[src/rtl/can_txd_guard_pkg.sv]
package can_txd_guard_pkg;

  typedef enum logic {
    GUARD_ACTIVE  = 1'b0,
    GUARD_BLOCKED = 1'b1
  } guardState_t;

  typedef struct packed {
    logic clrCnt;
    logic countEn;
    logic forceRec;
  } guardStrobe_t;

endpackage

[src/rtl/can_txd_guard_dp.sv]
module can_txd_guard_dp
  import can_txd_guard_pkg::*;
#(
  parameter int CNT_W       = 16,
  parameter int SYNC_STAGES = 2
) (
  input  logic             clk,
  input  logic             rstN,
  input  logic             txdRaw,
  input  logic [CNT_W-1:0] limit,
  input  guardStrobe_t     strobes,
  output logic             txdSync,
  output logic             expire,
  output logic             txdOut
);

  localparam logic [CNT_W-1:0] CNT_MAX = {CNT_W{1'b1}};

  logic [SYNC_STAGES-1:0] syncReg;
  logic [CNT_W-1:0]       domCnt;

  generate
    for (genvar g = 0; g < SYNC_STAGES; g++) begin : gSync
      if (g == 0) begin : gFirst
        always_ff @(posedge clk or negedge rstN) begin
          if (!rstN) syncReg[g] <= 1'b1;
          else       syncReg[g] <= txdRaw;
        end
      end else begin : gNext
        always_ff @(posedge clk or negedge rstN) begin
          if (!rstN) syncReg[g] <= 1'b1;
          else       syncReg[g] <= syncReg[g-1];
        end
      end
    end
  endgenerate

  assign txdSync = syncReg[SYNC_STAGES-1];

  always_ff @(posedge clk or negedge rstN) begin
    if (!rstN) begin
      domCnt <= '0;
    end else if (strobes.clrCnt || txdSync) begin
      domCnt <= '0;
    end else if (strobes.countEn && (domCnt != CNT_MAX)) begin
      domCnt <= domCnt + 1'b1;
    end
  end

  assign expire = !txdSync && (domCnt >= limit);
  assign txdOut = strobes.forceRec ? 1'b1 : txdSync;

  // a high synchronized sample leaves the counter empty
  assert_cnt_clear_R4: assert property (@(posedge clk) disable iff (!rstN)
    txdSync |=> (domCnt == '0));

  // the forced output is recessive
  assert_force_high_R5: assert property (@(posedge clk) disable iff (!rstN)
    strobes.forceRec |-> txdOut);

endmodule

[src/rtl/can_txd_guard_ctrl.sv]
module can_txd_guard_ctrl
  import can_txd_guard_pkg::*;
(
  input  logic         clk,
  input  logic         rstN,
  input  logic         txdSync,
  input  logic         expire,
  input  logic         faultClr,
  output guardStrobe_t strobes,
  output logic         txEn,
  output logic         faultSticky
);

  guardState_t state, stateNext;
  logic        trip;

  assign trip = (state == GUARD_ACTIVE) && expire;

  always_comb begin
    stateNext = state;
    case (state)
      GUARD_ACTIVE:  if (trip)    stateNext = GUARD_BLOCKED;
      GUARD_BLOCKED: if (txdSync) stateNext = GUARD_ACTIVE;
      default:                    stateNext = GUARD_ACTIVE;
    endcase
  end

  always_ff @(posedge clk or negedge rstN) begin
    if (!rstN) state <= GUARD_ACTIVE;
    else       state <= stateNext;
  end

  always_ff @(posedge clk or negedge rstN) begin
    if (!rstN)         faultSticky <= 1'b0;
    else if (trip)     faultSticky <= 1'b1;
    else if (faultClr) faultSticky <= 1'b0;
  end

  always_comb begin
    strobes.clrCnt   = trip || ((state == GUARD_BLOCKED) && txdSync);
    strobes.countEn  = (state == GUARD_ACTIVE);
    strobes.forceRec = (state == GUARD_BLOCKED);
  end

  assign txEn = (state == GUARD_ACTIVE);

  // a firing time-out blocks the transmitter and flags the fault
  assert_trip_blocks_R3: assert property (@(posedge clk) disable iff (!rstN)
    (txEn && expire) |=> (!txEn && faultSticky));

  // a blocked guard re-enables on the first high sample
  assert_reenable_R6: assert property (@(posedge clk) disable iff (!rstN)
    (!txEn && txdSync) |=> txEn);

  // the fault holds until a clear arrives
  assert_fault_sticky_R7: assert property (@(posedge clk) disable iff (!rstN)
    (faultSticky && !faultClr) |=> faultSticky);

  // a disable always comes with the fault flag
  assert_fall_sets_fault_R7: assert property (@(posedge clk) disable iff (!rstN)
    $fell(txEn) |-> faultSticky);

endmodule

[src/rtl/can_txd_guard.sv]
module can_txd_guard
  import can_txd_guard_pkg::*;
#(
  parameter int CNT_W = 16
) (
  input  logic             clk,
  input  logic             rstN,
  input  logic             txdRaw,
  input  logic             faultClr,
  input  logic [CNT_W-1:0] limit,
  output logic             txdOut,
  output logic             txEn,
  output logic             faultSticky
);

  localparam int SYNC_STAGES = 2;

  guardStrobe_t strobes;
  logic         txdSync;
  logic         expire;

  can_txd_guard_dp #(
    .CNT_W      (CNT_W),
    .SYNC_STAGES(SYNC_STAGES)
  ) uDp (
    .clk    (clk),
    .rstN   (rstN),
    .txdRaw (txdRaw),
    .limit  (limit),
    .strobes(strobes),
    .txdSync(txdSync),
    .expire (expire),
    .txdOut (txdOut)
  );

  can_txd_guard_ctrl uCtrl (
    .clk        (clk),
    .rstN       (rstN),
    .txdSync    (txdSync),
    .expire     (expire),
    .faultClr   (faultClr),
    .strobes    (strobes),
    .txEn       (txEn),
    .faultSticky(faultSticky)
  );

endmodule

[config.mk]
export PLATFORM = sky130hd
export DESIGN_NAME = can_txd_guard
export DESIGN_NICKNAME = d
export VERILOG_FILES = /design/src/rtl/can_txd_guard_pkg.sv /design/src/rtl/can_txd_guard_dp.sv /design/src/rtl/can_txd_guard_ctrl.sv /design/src/rtl/can_txd_guard.sv
export SDC_FILE = /design/constraint.sdc
export NUM_CORES = 1
export LEC_CHECK = 0
export CAP_MARGIN = 30
export CORE_AREA = 2 2 48 68
export DETAILED_ROUTE_END_ITERATION = 10
export DIE_AREA = 0 0 50 70
export PLACE_DENSITY = 0.78
export SYNTH_ARGS = -nofsm -noshare
export SYNTH_HDL_FRONTEND = slang
export SYNTH_SLANG_ARGS = --single-unit
[constraint.sdc]
create_clock -name clk -period 2.19 [get_ports clk]
set_input_delay 0.3285 -clock clk [delete_from_list [all_inputs] [get_ports clk]]
set_output_delay 0.3285 -clock clk [all_outputs]
set_load 0.01 [all_outputs]
==> results of run 1 <==
[path summary, 6_finish.rpt]
| kind | endpoint | depth (start not counted) | slack (ns) |
|---|---|---|---|
| max | uDp.domCnt[9]$_DFFE_PN0P_ | 9 | 0.02 |
| min | uDp.txdSync$_DFF_PN1_ | 0 | 0.36 |
| max reg2reg | uDp.domCnt[9]$_DFFE_PN0P_ | 6 | 0.12 |
| min reg2reg | uDp.txdSync$_DFF_PN1_ | 0 | 0.36 |
| max in group asynchronous | uDp.txdSync$_DFF_PN1_ | 2 | 1.52 |
| min in group asynchronous | uDp.domCnt[15]$_DFFE_PN0P_ | 2 | 0.40 |
[final cells by class]
type / count / area share
inverter: 21 / 0.03837
clock buffer: 4 / 0.02680
tap: 39 / 0.02375
sequential: 20 / 0.2448
timing repair buffer: 40 / 0.1937
multi-input combinational: 114 / 0.4726
[metal layers]
layer / share of wire / up-vias / global-route usage
li1: - / 647 / -
met4: 0.039 / 0 / 0.1204
met2: 0.52 / 32 / 0.3860
met3: 0.022 / 13 / 0.01709
met5: 0 / - / 0
met1: 0.42 / 658 / 0.2549
[metrics by stage]
stage                     power [W]  instances  hold slack (ns)
after floorplan           0.0004374        158          0.03291
after global placement    0.0004976        231           0.3486
after detailed placement  0.0005041        231           0.3507
after CTS                 0.0007940        237           0.3607
after global routing      0.0008299        238           0.3615
final                     0.0008000        238           0.3595
[repair_timing]
action	in CTS	in global routing
pin swaps	7	13
endpoints found under the setup margin	3	18
cloned	1	0
hold buffers	0	0
gates resized for setup	10	14
setup buffers	1	1
[logic make-up (layout without fill, tap and decap cells)]
kind of cell    count (synthesis)  in the layout  synth area share
fa+ha+maj                      17             17            0.1443
xor+xnor                       10             10           0.05943
buf+inv                        24             65           0.06706
flops                          20             20            0.3413
simple gates                   56             56            0.2216
compound gates                 29             29            0.1528
mux                             2              2           0.01358
[critical path: stages]
cell             delay (ns)
clkdlybuf4s50_1        0.46
inv_1                  0.05
ha_1                   0.28
or3_1                  0.39
a21oi_2                0.18
or4_4                  0.17
o221ai_4               0.14
buf_12                 0.18
a311oi_2               0.17
[state kept, by name (all words and copies together), names as in the netlist]
name	flops
uDp.txdSync	1
uCtrl.faultSticky	1
uDp.syncReg	1
uDp.domCnt	16
uCtrl.state	1
[power by group]
| group | total, W | internal, W | switching, W |
|---|---|---|---|
| clock | 0.000283 | 0.000160 | 0.000123 |
| combinational | 0.000133 | 0.0000756 | 0.0000571 |
| sequential | 0.000384 | 0.000377 | 0.00000712 |
[layout by cell type (no fill, tap or decap), types with 2 or more instances in the layout]
cell,count
nor3_1,2
a21oi_2,2
xor2_1,2
dlymetal6s2s_1,5
ha_4,5
o21a_1,3
inv_1,17
buf_4,16
xnor2_1,8
dfrtp_1,18
o21ai_0,6
a21oi_1,3
clkdlybuf4s50_1,15
dfstp_2,2
or2_2,2
inv_2,4
clkbuf_8,4
ha_1,12
o211ai_1,2
dlygate4sd2_1,2
nor3b_1,2
nor2_1,21
a21o_1,3
nor4_1,2
nand2_1,8
nand4_1,7
mux2i_1,2
==> results.ini, run 1 <==
[run_status]
status = finished clean

[final_layout]
drive_gt1_frac = 0.2312
multi_input_area_sq_um = 970.9
nets = 237
seq_area_sq_um = 503.0
fin_area_sq_um = 2054
fillers = 206
antenna_cells = 0
syn2layout_area_growth_pct = 39.39
final_util = 0.6911

[place]
place_area_sq_um = 1848
gp_congestion = 0.8680
pre_cts_ws_ns = -0.3561
dp_hpwl_mm = 2.714
port-buffer-count = 22

[critical_path]
crit_path_start = limit[5]
worstPathRequired_ns = 2.37
path_class = input port to flip-flop
worstPathMaxFanout = 8
timing.rr.start = uDp.domCnt[9]$_DFFE_PN0P_
cp.arrival_ns = 2.34
critical_path.startpoint_type = input port
end_kind = flip-flop

[floorplan]
core_area_sq_um = 2973
initial_core_util = 0.4958
dieArea_sq_um = 3500
fp.dieW_um = 50
rows = 24
fp.dieH_um = 70
io-pin-count = 23

[clock_network]
cts.path.max_buffers = 2
clk_pin_slew_worst_paths_ns = 0.07
htree_levels = 1
cts_tree = built
cts_buffers = 3
worstSkewPairLatency_ns = 0.26
cts_sinks = 20
cts-root-buf = clkbuf_8

[drt]
postRouteAntennaNets = 0
num_vias = 1350
drc_errors = 0
avgRoutedWirePerCell_um = 15.09
drt_iter0_drc = 32
dr.pass1.iters = 4
vias_per_cell = 5.672
routed_wl_mm = 3.591

[synthesis]
synth_flop_cell = dfrtp_1
yosys.area.top_type = dfrtp_1
synth_cell_types = 44
yosys-top-cells-area = dfrtp_1 31%, ha_1 14%, inv_1 5.3%
synth_nets = 195
ys_ff_latch = 20
yosysTopAreaCellShare = 0.3056
yosys_warnings = 0
yosys-top-cells-count = 21 x inv_1, 21 x nor2_1, 18 x dfrtp_1, 17 x ha_1
synth_edf_count = 0
synth_area_sq_um = 1474
async_flop_share = 1.000
synthCells = 158
avgSynthCellArea_sq_um = 9.329
yosysSeqAreaShare = 0.3413

[grt]
grt_pass1_vias = 1356
grt_pass1_wl_mm = 5.865
grt_usage = 0.2192
grt_overflow = 0
grt_max_degree = 21
antenna_found_initial = 0

[timing]
tns_ns = 0
setup_ws_ns = 0.02048
final-hold-violation-count = 0
period_needed_ns = 2.170
slew_headroom = 0.6358
finClkSkew_ns = 0.002163
fin_crit_sh = 0.9906
maxClockFrequency_ghz = 0.4609
tightest_slew_ns = 0.5423
setup_violations = 0
slew_violations = 0

[min_path]
min_from = uDp.syncReg[0]$_DFF_PN1_
min_path_type = flip-flop to flip-flop

[pwr]
power_density_nw_per_um2 = 389.4
ir_drop_mv = 0.3501
power.leakage_nw = 0.9797

[job]
drv_cap = 0

Note: power is estimated with default switching activity, not from simulation.
==> run 2: changes to the inputs <==
--- a/config.mk
+++ b/config.mk
@@ -5,7 +5,7 @@
 export SDC_FILE = /design/constraint.sdc
 export NUM_CORES = 1
 export LEC_CHECK = 0
-export CAP_MARGIN = 30
+export CAP_MARGIN = 20
 export CORE_AREA = 2 2 48 68
 export DETAILED_ROUTE_END_ITERATION = 10
 export DIE_AREA = 0 0 50 70
==> results of run 2 <==
Same layout as run 1: the final DEF is identical, and so are final timing and power.
==> run 3: changes to the inputs <==
--- a/config.mk
+++ b/config.mk
@@ -6,10 +6,11 @@
 export NUM_CORES = 1
 export LEC_CHECK = 0
 export CAP_MARGIN = 20
-export CORE_AREA = 2 2 48 68
+export CORE_AREA = 2 2 45 63
 export DETAILED_ROUTE_END_ITERATION = 10
-export DIE_AREA = 0 0 50 70
-export PLACE_DENSITY = 0.78
+export DIE_AREA = 0 0 47 65
+export DONT_BUFFER_PORTS = 1
+export PLACE_DENSITY = 0.77
 export SYNTH_ARGS = -nofsm -noshare
 export SYNTH_HDL_FRONTEND = slang
 export SYNTH_SLANG_ARGS = --single-unit
==> run 3 against run 2 <==
  * Critical path depth fell by 1
  * Critical endpoint is now uCtrl.faultSticky$_DFFE_PN0P_
  * First-iteration DRC count stayed put
  * Design area fell by 19%
  * Via count fell by 8.7%
  * Sequential share of layout area grew 5.6 points
  * Sequential cell count unchanged
  * Worst setup slack gained 0.076 ns
  * Critical path type is now flip-flop to flip-flop
  * Die area fell by 13%
  * Global-route usage rose by 1.5 points
  * Largest power group unchanged
  * Clock skew grew 0.0027 ns
  * Register-to-register slack worse by 0.02 ns
  * Worst hold slack got worse by 0.23 ns
==> results.ini, run 3 (synthesized netlist as in run 1, its figures left out) <==
[run_status]
status = finished clean

[drt]
avgRoutedWirePerCell_um = 14.92  ; -1.1%
num_vias = 1233  ; -8.7%
vias_per_cell = 5.900  ; +4.0%
top_layer = met4
routed-wl-met3_um = 78  ; -1.3%
routed_wl_mm = 3.118  ; -13%
postRouteAntennaNets = 0  ; unchanged
drt_iter0_drc = 32  ; unchanged
drc_errors = 0  ; unchanged
dr.pass1.iters = 4  ; unchanged
wl_met1_mm = 1.262  ; -16%
wl_met2_mm = 1.666  ; -11%

[floorplan]
fp.dieW_um = 47  ; -6.0%
core_area_sq_um = 2532  ; -15%
fp.dieH_um = 65  ; -7.1%
io-pin-count = 23  ; unchanged
rows = 22  ; -8.3%
initial_core_util = 0.5820  ; +0.08622
dieArea_sq_um = 3055  ; -13%

[timing]
rsz0062_at_grt = false
worst_hold_slack_ns = 0.1295  ; -0.2299 ns
slew_violations = 0  ; unchanged
period_needed_ns = 2.093  ; -0.07605 ns
tightest_slew_ns = 0.9145  ; +0.3723 ns
tns_ns = 0  ; unchanged
fin_crit_sh = 0.9559  ; -0.03473
slew_headroom = 0.3883  ; -0.2475
final-hold-violation-count = 0  ; unchanged
finClkSkew_ns = 0.004855  ; +0.002692 ns
setup_violations = 0  ; unchanged
maxClockFrequency_ghz = 0.4777  ; +3.6%

[clock_network]
cts-root-buf = clkbuf_4
worstSkewPairLatency_ns = 0.30  ; +0.04 ns
cts_tree = built
cts_sinks = 20  ; unchanged
cts_buffers = 3  ; unchanged
htree_levels = 1  ; unchanged
clk_pin_slew_worst_paths_ns = 0.12  ; +0.05 ns
cts.path.max_buffers = 2  ; unchanged

[final_layout]
drive_gt1_frac = 0.1676  ; -0.06353
nets = 211  ; -11%
fin_area_sq_um = 1672  ; -19%
final_cell_mix = 21 x inv_1, 21 x nor2_1, 18 x dfrtp_1
antenna_cells = 0  ; unchanged
fillers = 216  ; +4.9%
largest_reg_flops = 16  ; unchanged
syn2layout_area_growth_pct = 13.41
top_register = uDp.domCnt

[place]
port-buffer-count = 0  ; -100%
gp_congestion = 0.7549  ; -13%
place_area_sq_um = 1579  ; -15%
dp_hpwl_mm = 2.416  ; -11%

[pwr]
p_int_w = 0.0005162  ; -16%
power.leakage_nw = 0.8171  ; -17%
switching_share = 0.2500  ; +0.01645
combPwrFrac = 0.118  ; -0.048
clkPwrFrac = 0.323  ; -0.031
ir_drop_mv = 0.2952  ; -16%
seqPwrFrac = 0.559  ; +0.079
switchingPower_w = 0.0001720  ; -7.9%
power_density_nw_per_um2 = 411.7  ; +5.7%

[critical_path]
end_kind = flip-flop
path_class = flip-flop to flip-flop
worstPathMaxFanout = 2  ; -6
cp.arrival_ns = 2.29  ; -0.05 ns
worstPathRequired_ns = 2.39  ; +0.02 ns
critical_path.startpoint_type = flip-flop

[grt]
antenna_found_initial = 0  ; unchanged
grt_usage = 0.2344  ; +0.01523
grt_overflow = 0  ; unchanged
grt_max_degree = 21  ; unchanged
grt_pass1_wl_mm = 5.264  ; -10%
grt_pass1_vias = 1228  ; -9.4%

[job]
drv_cap = 0  ; unchanged

[min_path]
min_path_type = input port to flip-flop

-- run 3: changes by cell type in the layout (fill, tap and decap cells not counted), moves of 2 or more --
cell | previous run | this run
a21oi_1 | 3 | 5
a21oi_2 | 2 | 0
buf_4 | 16 | 11
clkbuf_4 | 0 | 3
clkbuf_8 | 4 | 1
clkdlybuf4s50_1 | 15 | 0
dlygate4sd2_1 | 2 | 0
dlygate4sd3_1 | 0 | 2
dlymetal6s2s_1 | 5 | 0
ha_1 | 12 | 17
ha_4 | 5 | 0
inv_1 | 17 | 21
inv_2 | 4 | 0
-- run 3: power by group through the flow --
stage / sequential, W / clock [W] / combinational [W]
detailed placement: 0.000392 / 0 / 0.0000619
global placement: 0.000391 / 0 / 0.0000578
finish: 0.000385 / 0.000222 / 0.0000809
global route: 0.000386 / 0.000236 / 0.0000930
CTS: 0.000385 / 0.000225 / 0.0000748
floorplan: 0.000390 / 0 / 0.0000478
-- run 3: repair_timing --
| item | CTS | global route |
|---|---|---|
| gates cloned | 0 | 0 |
| setup buffers | 0 | 3 |
| endpoints found under the setup margin | 1 | 1 |
| hold buffers | 2 | 0 |
| resized for setup | 2 | 3 |
| endpoints found under the hold margin | 21 | 0 |
| pin swaps | 0 | 2 |
-- run 3: routing by layer --
layer | track usage | up-vias
met5 | 0 | -
met4 | 0.1146 | 0
met3 | 0.02786 | 12
met2 | 0.4058 | 36
met1 | 0.2681 | 592
li1 | - | 593
-- run 3: through the flow --
| stage | worst slack [ns] | instances | total power (W) | util |
|---|---|---|---|---|
| 2_1_floorplan | 0.2274 | 158 | 0.0004374 | - |
| 6_report | 0.09653 | 209 | 0.0006882 | 0.6601 |
| 5_1_grt | 0.03768 | 209 | 0.0007148 | 0.6601 |
| 4_1_cts | 0.01052 | 206 | 0.0006845 | 0.6467 |
| 3_5_place_dp | -0.04712 | 200 | 0.0004538 | 0.6235 |
| 3_3_place_gp | 0.1478 | 200 | 0.0004489 | 0.6235 |
-- run 3: cell type report --
cell class / count / area, sq um / share of cell area
repair buffers: 14 / 122.6 / 0.07335
multi-input cells: 114 / 885.9 / 0.5299
inverters: 21 / 78.83 / 0.04716
clock buffers: 4 / 36.28 / 0.02171
well taps: 36 / 45.04 / 0.02695
flip-flops and latches: 20 / 503.0 / 0.3009
-- run 3: path summary, 6_finish.rpt --
check | startpoint | endpoint | slack [ns] | cells past startpoint
min reg2reg | uDp.syncReg[0]$_DFF_PN1_ | uDp.txdSync$_DFF_PN1_ | 0.37 | 0
min in group asynchronous | rstN | uDp.domCnt[12]$_DFFE_PN0P_ | 0.59 | 1
max | uDp.domCnt[13]$_DFFE_PN0P_ | uCtrl.faultSticky$_DFFE_PN0P_ | 0.1 | 8
max in group asynchronous | rstN | uDp.domCnt[9]$_DFFE_PN0P_ | 1.05 | 1
max reg2reg | uDp.domCnt[13]$_DFFE_PN0P_ | uCtrl.faultSticky$_DFFE_PN0P_ | 0.1 | 8
min | faultClr | uCtrl.faultSticky$_DFFE_PN0P_ | 0.13 | 1
-- run 3: critical path, stage by stage (launching register included) --
cell      delay [ns]
dfrtp_1         0.41
ha_1            0.31
a21o_1          0.19
a21o_1          0.19
a221oi_2        0.38
buf_4           0.17
buf_4           0.09
o41a_1          0.15
o22ai_1         0.09
